### config.mk
export PLATFORM = sky130hd
export DESIGN_NAME = run_state_ctrl
export DESIGN_NICKNAME = d
export VERILOG_FILES = /design/src/rtl/rsc_pkg.sv /design/src/rtl/rsc_regif.sv /design/src/rtl/rsc_seq.sv /design/src/rtl/rsc_irq.sv /design/src/rtl/run_state_ctrl.sv
export SDC_FILE = /design/constraint.sdc
export NUM_CORES = 1
export LEC_CHECK = 0
export BUFFER_PORTS_ARGS = -buffer_cell sky130_fd_sc_hd__buf_4
export CORE_MARGIN = 1
export CORE_UTILIZATION = 33
export CTS_BUF_LIST = sky130_fd_sc_hd__clkbuf_8
export CTS_CLUSTER_SIZE = 40
export DETAILED_ROUTE_END_ITERATION = 6
export HOLD_SLACK_MARGIN = 0.02
export PLACE_DENSITY_LB_ADDON = 0.3
export SETUP_SLACK_MARGIN = 0.15
export SYNTH_ARGS = -nofsm -noshare
export SYNTH_HDL_FRONTEND = slang
export SYNTH_SLANG_ARGS = --single-unit
### constraint.sdc
create_clock -name clk -period 1.19 [get_ports clk]
set_input_delay 0 -clock clk [delete_from_list [all_inputs] [get_ports clk]]
set_output_delay 0 -clock clk [all_outputs]
set_load 0.05 [all_outputs]
### src/rtl/rsc_pkg.sv
package rsc_pkg;
  localparam logic [1:0] CODE_RESET = 2'd0;
  localparam logic [1:0] CODE_RUN   = 2'd1;
  localparam logic [1:0] CODE_SPARE = 2'd2;
  localparam logic [1:0] CODE_PAUSE = 2'd3;

  localparam int BIT_SETTLED = 2;
  localparam int BIT_MIDLE   = 4;
endpackage

### src/rtl/rsc_regif.sv
module rsc_regif #(
  parameter int DATA_W = 32
) (
  input  logic              reg_sel,
  input  logic              reg_we,
  input  logic [DATA_W-1:0] reg_wdata,
  input  logic [1:0]        cur_state,
  input  logic              cur_valid,
  input  logic              master_idle,
  output logic              state_wr,
  output logic [1:0]        state_code,
  output logic              sreset,
  output logic [DATA_W-1:0] reg_rdata
);
  import rsc_pkg::*;

  assign state_wr   = reg_we & ~reg_sel;
  assign state_code = reg_wdata[1:0];
  assign sreset     = reg_we & reg_sel & reg_wdata[0];

  always_comb begin
    reg_rdata = '0;
    if (!reg_sel) begin
      reg_rdata[1:0]         = cur_state;
      reg_rdata[BIT_SETTLED] = cur_valid;
      reg_rdata[BIT_MIDLE]   = master_idle;
    end
  end
endmodule

### src/rtl/rsc_seq.sv
module rsc_seq #(
  parameter int SETTLE = 6
) (
  input  logic       clk,
  input  logic       rst_n,
  input  logic       sreset,
  input  logic       state_wr,
  input  logic [1:0] state_code,
  output logic [1:0] cur_state,
  output logic       cur_valid,
  output logic       accept
);
  import rsc_pkg::*;

  localparam int CNT_W = $clog2(SETTLE + 1);

  logic [CNT_W-1:0] remain_q;
  logic [1:0]       target_q;

  assign accept = state_wr & cur_valid & (state_code != CODE_SPARE);

  always_ff @(posedge clk or negedge rst_n) begin
    if (!rst_n) begin
      cur_state <= CODE_RESET;
      cur_valid <= 1'b1;
      target_q  <= CODE_RESET;
      remain_q  <= '0;
    end else if (sreset) begin
      cur_state <= CODE_RESET;
      cur_valid <= 1'b1;
      target_q  <= CODE_RESET;
      remain_q  <= '0;
    end else if (accept) begin
      cur_valid <= 1'b0;
      target_q  <= state_code;
      remain_q  <= CNT_W'(SETTLE - 1);
    end else if (!cur_valid) begin
      if (remain_q == '0) begin
        cur_state <= target_q;
        cur_valid <= 1'b1;
      end else begin
        remain_q <= remain_q - 1'b1;
      end
    end
  end
endmodule

### src/rtl/rsc_irq.sv
module rsc_irq (
  input  logic clk,
  input  logic rst_n,
  input  logic sreset,
  input  logic set_evt,
  input  logic clr_req,
  output logic irq
);
  always_ff @(posedge clk or negedge rst_n) begin
    if (!rst_n)       irq <= 1'b0;
    else if (sreset)  irq <= 1'b0;
    else if (set_evt) irq <= 1'b1;
    else if (clr_req) irq <= 1'b0;
  end
endmodule

### src/rtl/run_state_ctrl.sv
module run_state_ctrl #(
  parameter int DATA_W = 32,
  parameter int SETTLE = 6
) (
  input  logic              clk,
  input  logic              rst_n,
  input  logic              reg_sel,
  input  logic              reg_we,
  input  logic [DATA_W-1:0] reg_wdata,
  output logic [DATA_W-1:0] reg_rdata,
  input  logic              master_idle,
  input  logic              bus_err,
  output logic              run_en,
  output logic              pause_en,
  output logic              err_irq
);
  import rsc_pkg::*;

  logic       state_wr, sreset, accept;
  logic [1:0] state_code, cur_state;
  logic       cur_valid;

  rsc_regif #(.DATA_W(DATA_W)) u_regif (
    .reg_sel(reg_sel), .reg_we(reg_we), .reg_wdata(reg_wdata),
    .cur_state(cur_state), .cur_valid(cur_valid), .master_idle(master_idle),
    .state_wr(state_wr), .state_code(state_code), .sreset(sreset),
    .reg_rdata(reg_rdata)
  );

  rsc_seq #(.SETTLE(SETTLE)) u_seq (
    .clk(clk), .rst_n(rst_n), .sreset(sreset), .state_wr(state_wr),
    .state_code(state_code), .cur_state(cur_state), .cur_valid(cur_valid),
    .accept(accept)
  );

  rsc_irq u_irq (
    .clk(clk), .rst_n(rst_n), .sreset(sreset), .set_evt(bus_err),
    .clr_req(accept & (state_code == CODE_RESET)), .irq(err_irq)
  );

  assign run_en   = cur_valid & (cur_state == CODE_RUN);
  assign pause_en = cur_valid & (cur_state == CODE_PAUSE);
endmodule

# Word level (Yosys, flattened, before mapping)
# Index checks and enable logic that the tools add are counted.
# W data, S select, Z words.
[totals] out_inout_bits=35 wordCells=48 in_bits=38 register_bits=9
[op_classes] n_mux=19 reduce_logical=7 n_eq_ne=7 n_addsub=1 n_bitwise=9
[ops] op="$mux W3" n=5
[ops] op="$mux W2" n=6
[ops] op="$and A1 B1 Y1" n=8
[ops] op="$mux W1" n=8
[ops] op="$ne A2 B2 Y1 const B" n=3
[ops] op="$ne A3 B3 Y1 const B" n=2
[ops] op="$reduce_bool A2 Y1" n=2
[ops] op="$logic_not A3 Y1" n=1
[ops] op="$reduce_and A3 Y1" n=1
[ops] op="$reduce_bool A3 Y1" n=1
[ops] op="$sub A3 B1 Y3 const B" n=1
[ops] op="$eq A2 B1 Y1 const B" n=1
[ops] op="$eq A2 B2 Y1 const B" n=1
[ops] op="$logic_not A2 Y1" n=1
[ops] op="$reduce_and A2 Y1" n=1
[ops] op="$not A1 Y1" n=1

# Longest topological paths before layout
# Gate-level depths: netlist of run 1.
[logic_depth] depth_word=8 ltp_mapped=5 depth_no_buf=5

# By module
# From an unflattened synthesis of run 1, not the netlist that was laid out.
[hier_totals] hier_cells=82 area_unflattened_um2=744.5
[modules_own_cells] module="rsc_seq" cells_per_inst=38 area_each_um2=391.6 instances=1 seq_area_each_um2=201.4
[modules_own_cells] module="rsc_regif" cells_per_inst=37 area_each_um2=280.3 instances=1 seq_area_each_um2=0.0
[modules_own_cells] module="rsc_irq" cells_per_inst=4 area_each_um2=43.8 instances=1 seq_area_each_um2=25.0
[modules_own_cells] module="run_state_ctrl" cells_per_inst=3 area_each_um2=28.8 instances=1 seq_area_each_um2=0.0

# Least setup slack after synthesis of run 1
# OpenSTA, ideal clock, no wires.
[synth_timing] path_type="reg2out" from="register u_seq.cur_valid" to="output port run_en" t_required_ns=1.190 n_path_buf=1 stages_incl_launch_ff=4 arrival_ns=1.386 slack_ns=-0.196 cell_sequence="dfstp_2 > buf_2 > nand2_1 > nor2_1"
[synth_between] elab_chain_cells=1
[synth_lines] element="start, declared" line_no="rsc_seq.sv:10" source="output logic cur_valid,"
[synth_lines] element="start signal, assigned" line_no="rsc_seq.sv:25" source="cur_valid <= 1'b1;"
[synth_lines] element="start signal, assigned" line_no="rsc_seq.sv:30" source="cur_valid <= 1'b1;"
[synth_lines] element="start signal, assigned" line_no="rsc_seq.sv:34" source="cur_valid <= 1'b0;"
[synth_lines] element="$and A1 B1 Y1" line_no="run_state_ctrl.sv:41" source="assign run_en = cur_valid & (cur_state == CODE_RUN);"
[synth_lines] element="end, declared" line_no="run_state_ctrl.sv:13" source="output logic run_en,"
# No other way between the ends.

# Final worst setup path of run 1
[layout_timing] from="register u_seq.remain_q[0]" to="register u_seq.remain_q[1]"
[layout_between] elab_chain_cells=5 elab_cells_between_ends=8 classes_between="1 x add/sub; 1 x eq/ne; 4 x mux; 2 x reduce/logical"
[layout_lines] element="start, declared" line_no="rsc_seq.sv:17" source="logic [CNT_W-1:0] remain_q;"
[layout_lines] element="start signal, assigned" line_no="rsc_seq.sv:36" source="remain_q <= CNT_W'(SETTLE - 1);"
[layout_lines] element="start signal, assigned" line_no="rsc_seq.sv:42" source="remain_q <= remain_q - 1'b1;"
[layout_lines] element="$sub A3 B1 Y3" line_no="rsc_seq.sv:42"
[layout_lines] element="$mux W3" line_no="rsc_seq.sv:38" source="if (remain_q == '0) begin"
[layout_lines] element="$mux W3" line_no="rsc_seq.sv:37" source="end else if (!cur_valid) begin"
[layout_lines] element="$mux W3" line_no="rsc_seq.sv:33" source="end else if (accept) begin"
[layout_lines] element="$mux W3" line_no="rsc_seq.sv:28" source="end else if (sreset) begin"
# Several ways; a longest one is shown, not always the timed one. The select of a mux whose other input is x is not followed.
# A chain may end at the register's enable or synchronous reset.

==> results.py, run 1 <==
metrics = {
    "power": {
        "p_sw_frac": 0.436,
        "pwr-share-clk": 0.142,
        "power-per-cell-area_mw_per_mm2": 2350,
        "vdd_drop_max_uv": 1060,
        "p_comb_frac": 0.623,
        "seq_power_share": 0.236,
        "p_leak_nw": 0.506,
        "p_int_w": 0.00140,
        "power.switching_w": 0.00109,
    },
    "layout": {
        "final_cells": 139,
        "area_growth_pct": 46.5,
        "diodes": 0,
        "fillers": 207,
        "layout-drive-gt1-share": 0.464,
        "design_area_mm2": 0.00106,
        "layout.nets": 153,
    },
    "drt": {
        "drt-total-wl_um": 1400,
        "detail_route.iter0.violations": 2,
        "antenna_left": 0,
        "firstDrtPassIters": 4,
        "vias_per_cell": 4.17,
        "vias": 580,
        "drc": 0,
        "wire_per_inst_um": 10.1,
    },
    "cts": {
        "numCtsBuffers": 3,
        "ctsHtreeMaxLevel": 1,
        "clk_path_buf_depth": 2,
        "cts_sinks": 9,
        "path_clk_slew_ns": 0.05,
        "cts_tree": "yes",
        "ctsRootBufferMaster": "clkbuf_8",
        "clk_latency_ns": 0.24,
    },
    "global_routing": {
        "grt_usage": 0.129,
        "grt_pass1_wl_um": 2310,
        "grt_max_degree": 10,
        "antenna_found_initial": 0,
        "grt_pass1_vias": 517,
        "grt_overflow": 0,
    },
    "worst_hold_path": {
        "hold_end": "u_irq.irq",
        "hold_path.class": "input port to flop",
        "hp-start": "bus_err",
        "whs_path_depth": 3,
    },
    "critical_path": {
        "cp_slowest_cell": "dfrtp_1",
        "crit_type": "flop to flop",
        "required_ns": 1.34,
        "cp_max_fo": 2,
        "cp_cell_sequence": "inv_2 -> ha_4 -> or3_4 -> a211oi_2",
        "critPathCaptureType": "flop",
        "r2r-start": "u_seq.remain_q[0]",
        "worstPathArrival_ns": 1.47,
        "r2r_end": "u_seq.remain_q[1]",
        "startpoint_type": "flop",
        "r2r_setup_slack_ns": -0.13,
        "reg2regPathDepth": 4,
        "max_stage_delay_ns": 0.38,
    },
    "timing": {
        "rsz0062_at_grt": "true",
        "setup_viol": 9,
        "max_freq_mhz": 757,
        "finalCritPeriodShare": 1.11,
        "period_needed_ns": 1.32,
        "hold_viol": 0,
        "fin_ws_ns": -0.130,
        "fin_setup_tns_ns": -0.430,
        "slew_violations": 0,
        "whs_ns": 0.0543,
        "clock_skew_ns": 0.00158,
    },
    "die": {
        "core-area_mm2": 0.00200,
        "die_x_um": 48.8,
        "ios": 73,
        "rows": 16,
        "dieArea_mm2": 0.00238,
        "die_height_um": 48.8,
        "start_util": 0.361,
    },
    "placed_design": {
        "dp_slack_ns": -0.120,
        "place_hpwl_um": 968,
        "io_buffers": 14,
        "placed_area_um2": 847,
        "gp_congestion": 0.701,
        "dp.cells": 128,
    },
    "synth": {
        "yosysUniqueCellTypes": 23,
        "synthTopCellsByArea": "buf_4 29%, dfrtp_1 28%, nor2b_1 4.3%",
        "ys_seq_elements": 9,
        "syn-cell-area_um2": 723,
        "syn_area_per_cell_um2": 8.61,
        "yosys.area.top_type_share": 0.291,
        "synth_top_cell_by_area": "buf_4",
        "synthCells": 84,
        "synth_warnings": 0,
        "seq_area_frac_synth": 0.313,
    },
    "run_status": {
        "violations": "negative setup slack",
        "status": "finished with violations",
    },
    "job": {
        "maxCapViolCount": 0,
    },
}
placed cells by master (no fill, tap or decap), types with 2 or more instances in the layout:
cell | Yosys | final
nor2b_4 | 0 | 2
mux2i_1 | 3 | 3
clkbuf_8 | 0 | 3
a21oi_2 | 0 | 3
buf_6 | 0 | 5
a31oi_1 | 3 | 3
o21ai_2 | 0 | 2
nor2b_2 | 0 | 2
nand3_1 | 2 | 2
dfrtp_1 | 8 | 7
and3_4 | 0 | 2
buf_8 | 0 | 2
dlygate4sd3_1 | 0 | 2
ha_4 | 0 | 2
o21ai_0 | 4 | 3
inv_2 | 1 | 2
conb_1 | 1 | 28
nor2_1 | 6 | 5
buf_4 | 28 | 16
worst max-delay path by stage:
stage,cells past startpoint,endpoint,startpoint
after global routing,7,u_seq.remain_q[2],u_seq.remain_q[0]
after CTS,4,u_seq.remain_q[1],u_seq.remain_q[0]
after detailed placement,4,u_seq.remain_q[1],u_seq.remain_q[0]
after floorplan,4,u_seq.remain_q[1],u_seq.remain_q[0]
final,4,u_seq.remain_q[1],u_seq.remain_q[0]
after global placement,4,u_seq.remain_q[1],u_seq.remain_q[0]
cell type report:
cell class / instances / area (um2) / share of cell area
Multi-Input combinational cell: 70 / 493 / 0.465
Timing Repair Buffer: 26 / 246 / 0.233
Sequential cell: 9 / 228 / 0.215
Clock buffer: 3 / 41.3 / 0.0390
Tap cell: 27 / 33.8 / 0.0319
Inverter: 3 / 13.8 / 0.0130
Clock inverter: 1 / 3.75 / 0.00354
worst max-delay path: cells and delay by family, from the launching register on:
family                   cells  cell delay [ns]
AO/OA/AOI/OAI                1             0.19
adder cells (fa/ha/maj)      1             0.20
buffers and inverters        1             0.09
flip-flops                   1             0.38
AND/OR/NAND/NOR              1             0.38
per-layer routing:
layer	track usage	wire length, um
met4	0.0441	10
met3	0.0467	88
met5	0	0
met2	0.220	736
met1	0.147	567
cells by family (layout without fill, tap and decap cells):
logic type                 after synthesis  count (layout)  share of synthesized area
AOI/OAI and AO/OA                       14              14                      0.116
adders and majority gates                2               2                     0.0346
buffers and inverters                   32              33                      0.313
DFF                                      9               9                      0.313
muxes                                    3               3                     0.0415
other                                    1              28                    0.00519
and+or+nand+nor                         23              23                      0.176
cells in the mapped netlist:
cell type  number
nand3_1         2
nand2b_1        2
ha_1            2
conb_1          1
dfstp_2         1
o21ai_1         1
o31ai_1         1
nor2b_1         5
a31oi_1         3
and3_1          3
a21oi_1         4
inv_1           2
nand2_1         2
or3_1           2
inv_2           1
buf_2           1
mux2i_1         3
o21ai_0         4
a211oi_2        1
buf_4          28
nor3b_2         1
dfrtp_1         8
nor2_1          6
what timing repair did:
| action | 4_1_cts | 5_1_grt |
|---|---|---|
| hold buffers | 2 | 0 |
| endpoints found under the hold margin | 11 | 0 |
| endpoints found under the setup margin | 12 | 14 |
| resized for setup | 17 | 9 |
| pin swaps | 5 | 5 |
| setup buffers | 3 | 2 |
flip-flops by register name (all words and copies together), names as in the netlist:
| register | cells |
|---|---|
| u_seq.cur_state | 2 |
| u_seq.cur_valid | 1 |
| u_seq.remain_q | 3 |
| u_irq.irq | 1 |
| u_seq.target_q | 2 |
power by group through the flow:
stage	clock network, W	logic (W)	registers (W)
after floorplan	0	0.000926	0.000555
after global placement	0	0.00118	0.000575
after detailed placement	0	0.00120	0.000576
after CTS	0.000364	0.00142	0.000595
after global routing	0.000387	0.00167	0.000602
final	0.000353	0.00155	0.000587
metrics by stage:
step                      utilization  total power, W
final                           0.529         0.00249
after global routing            0.529         0.00266
after CTS                       0.508         0.00238
after detailed placement        0.423         0.00178
after global placement          0.423         0.00175
after floorplan                     -         0.00148
Note: power is estimated with default switching activity, not from simulation.
==> run 2: changes to the inputs <==
- GPL_TIMING_DRIVEN: default -> 0
- SETUP_SLACK_MARGIN: 0.15 -> 0.4
==> results.py, run 2 (synthesis gave the netlist of run 1 again) <==
metrics = {
    "layout": {
        "regMostFlops": "u_seq.remain_q",
        "top_regs": "u_seq.remain_q x3, u_seq.cur_state x2, u_seq.target_q x2",
        "multi_input_area_um2": 474,
        "layout-drive-gt1-share": 0.540,
        "mostFrequentLayoutCells": "40 x buf_4, 28 x conb_1, 8 x dfrtp_1",
        "layout.nets": 178,
        "area_growth_pct": 71.5,
        "final_util": 0.619,
        "final_common_cell": "buf_4",
        "fillers": 174,
        "diodes": 0,
        "ff_latch_area_um2": 226,
        "largest_reg_flops": 3,
    },
    "critical_path": {
        "cp.buffers_inverters": 1,
        "critPathCaptureType": "flop",
        "crit_family": "flip-flops",
        "crit_type": "flop to flop",
        "cp_max_fo": 2,
        "startpoint_type": "flop",
        "required_ns": 1.35,
        "cp_slowest_cell": "dfrtp_1",
        "worstPathArrival_ns": 1.45,
        "max_stage_delay_ns": 0.38,
        "cp_cell_sequence": "inv_2 -> ha_4 -> or3_1 -> a211oi_2",
    },
    "global_routing": {
        "grt_usage": 0.142,
        "antenna_found_initial": 0,
        "grt_max_degree": 10,
        "grt_overflow": 0,
        "grt_pass1_vias": 555,
        "grt_pass1_wl_um": 2530,
    },
    "cts": {
        "clk_path_buf_depth": 2,
        "cts_tree": "yes",
        "ctsHtreeMaxLevel": 1,
        "ctsRootBufferMaster": "clkbuf_8",
        "clk_latency_ns": 0.24,
        "numCtsBuffers": 3,
        "path_clk_slew_ns": 0.05,
        "cts_sinks": 9,
    },
    "die": {
        "die_height_um": 48.8,
        "rows": 16,
        "dieArea_mm2": 0.00238,
        "ios": 73,
        "core-area_mm2": 0.00200,
        "die_x_um": 48.8,
        "start_util": 0.361,
    },
    "drt": {
        "firstDrtPassIters": 2,
        "drt-total-wl_um": 1500,
        "antenna_left": 0,
        "vias": 627,
        "wire_per_inst_um": 9.17,
        "drc": 0,
        "detail_route.iter0.violations": 6,
        "vias_per_cell": 3.82,
    },
    "timing": {
        "finalCritPeriodShare": 1.09,
        "clock_skew_ns": 0.00117,
        "setup_viol": 7,
        "slew_violations": 0,
        "period_needed_ns": 1.29,
        "whs_ns": 0.0370,
        "hold_viol": 0,
        "max_freq_mhz": 773,
        "fin_ws_ns": -0.104,
        "rsz0062_at_grt": "true",
    },
    "placed_design": {
        "place_hpwl_um": 1100,
        "io_buffers": 14,
        "gp_congestion": 0.716,
    },
    "run_status": {
        "violations": "negative setup slack",
        "status": "finished with violations",
    },
    "job": {
        "maxCapViolCount": 0,
    },
    "power": {
        "seq_power_share": 0.231,
        "p_int_w": 0.00141,
        "power.switching_w": 0.00107,
        "p_comb_frac": 0.623,
        "vdd_drop_max_uv": 1150,
        "pwr-share-clk": 0.146,
        "p_leak_nw": 0.644,
        "p_sw_frac": 0.432,
        "power-per-cell-area_mw_per_mm2": 2000,
    },
    "worst_hold_path": {
        "hold_path.class": "input port to flop",
    },
}
[run 2: tightest hold or removal path, delay by kind of cell]
family | cells | cell delay [ns]
AO/OA/AOI/OAI | 1 | 0.11
AND/OR/NAND/NOR | 1 | 0.04
buffers and inverters | 1 | 0.09
[run 2: area by class of cell]
| class | instances | share of cell area |
|---|---|---|
| multi-input cells | 70 | 0.382 |
| flip-flops and latches | 9 | 0.183 |
| plain buffers | 29 | 0.179 |
| repair buffers | 22 | 0.178 |
| clock buffers | 3 | 0.0333 |
| well taps | 27 | 0.0272 |
| inverters | 3 | 0.0151 |
| clock inverters | 1 | 0.00303 |
[run 2: worst paths after layout]
path                                        start                 end  slack [ns]  cells past startpoint
worst min-delay path                      bus_err           u_irq.irq        0.04                      3
min in group asynchronous                   rst_n           u_irq.irq        0.12                      2
worst max-delay path            u_seq.remain_q[0]   u_seq.remain_q[1]       -0.10                      4
worst min register to register  u_seq.target_q[0]  u_seq.cur_state[0]        0.54                      2
worst max register to register  u_seq.remain_q[0]   u_seq.remain_q[1]       -0.10                      4
max in group asynchronous                   rst_n     u_seq.cur_valid        0.85                      2
[run 2: stage by stage]
stage	cell area [um2]	setup TNS [ns]	total power, W	cells	setup WS, ns
2_1_floorplan	907	-0.0952	0.00157	111	-0.0643
3_3_place_gp	1050	-0.163	0.00176	152	-0.0894
3_5_place_dp	1050	-0.252	0.00179	152	-0.116
4_1_cts	1220	-0.327	0.00246	164	-0.107
5_1_grt	1240	-0.820	0.00265	164	-0.159
6_report	1240	-0.323	0.00248	164	-0.104
[run 2: power groups by stage]
stage                     Clock, W  Combinational, W  Sequential [W]
after global routing      0.000399           0.00166        0.000591
after CTS                 0.000376           0.00152        0.000564
after global placement           0           0.00118        0.000586
final                     0.000362           0.00155        0.000572
after floorplan                  0          0.000996        0.000578
after detailed placement         0           0.00119        0.000593
[run 2: metal layers]
metal	share of wire	wire length [um]	up-vias	GRT usage
met5	0	0	-	0
met4	0.010	15	0	0.0588
met3	0.074	111	2	0.0561
met2	0.50	748	23	0.241
met1	0.42	628	269	0.158
li1	-	-	333	-
[run 2: timing repair]
item                                   in CTS  in global routing
pin swaps                                   4                  3
setup buffers                               6                  0
hold buffers                                2                  0
setup endpoints to repair                  15                 15
endpoints found under the hold margin      11                  0
gates resized for setup                    14                  4
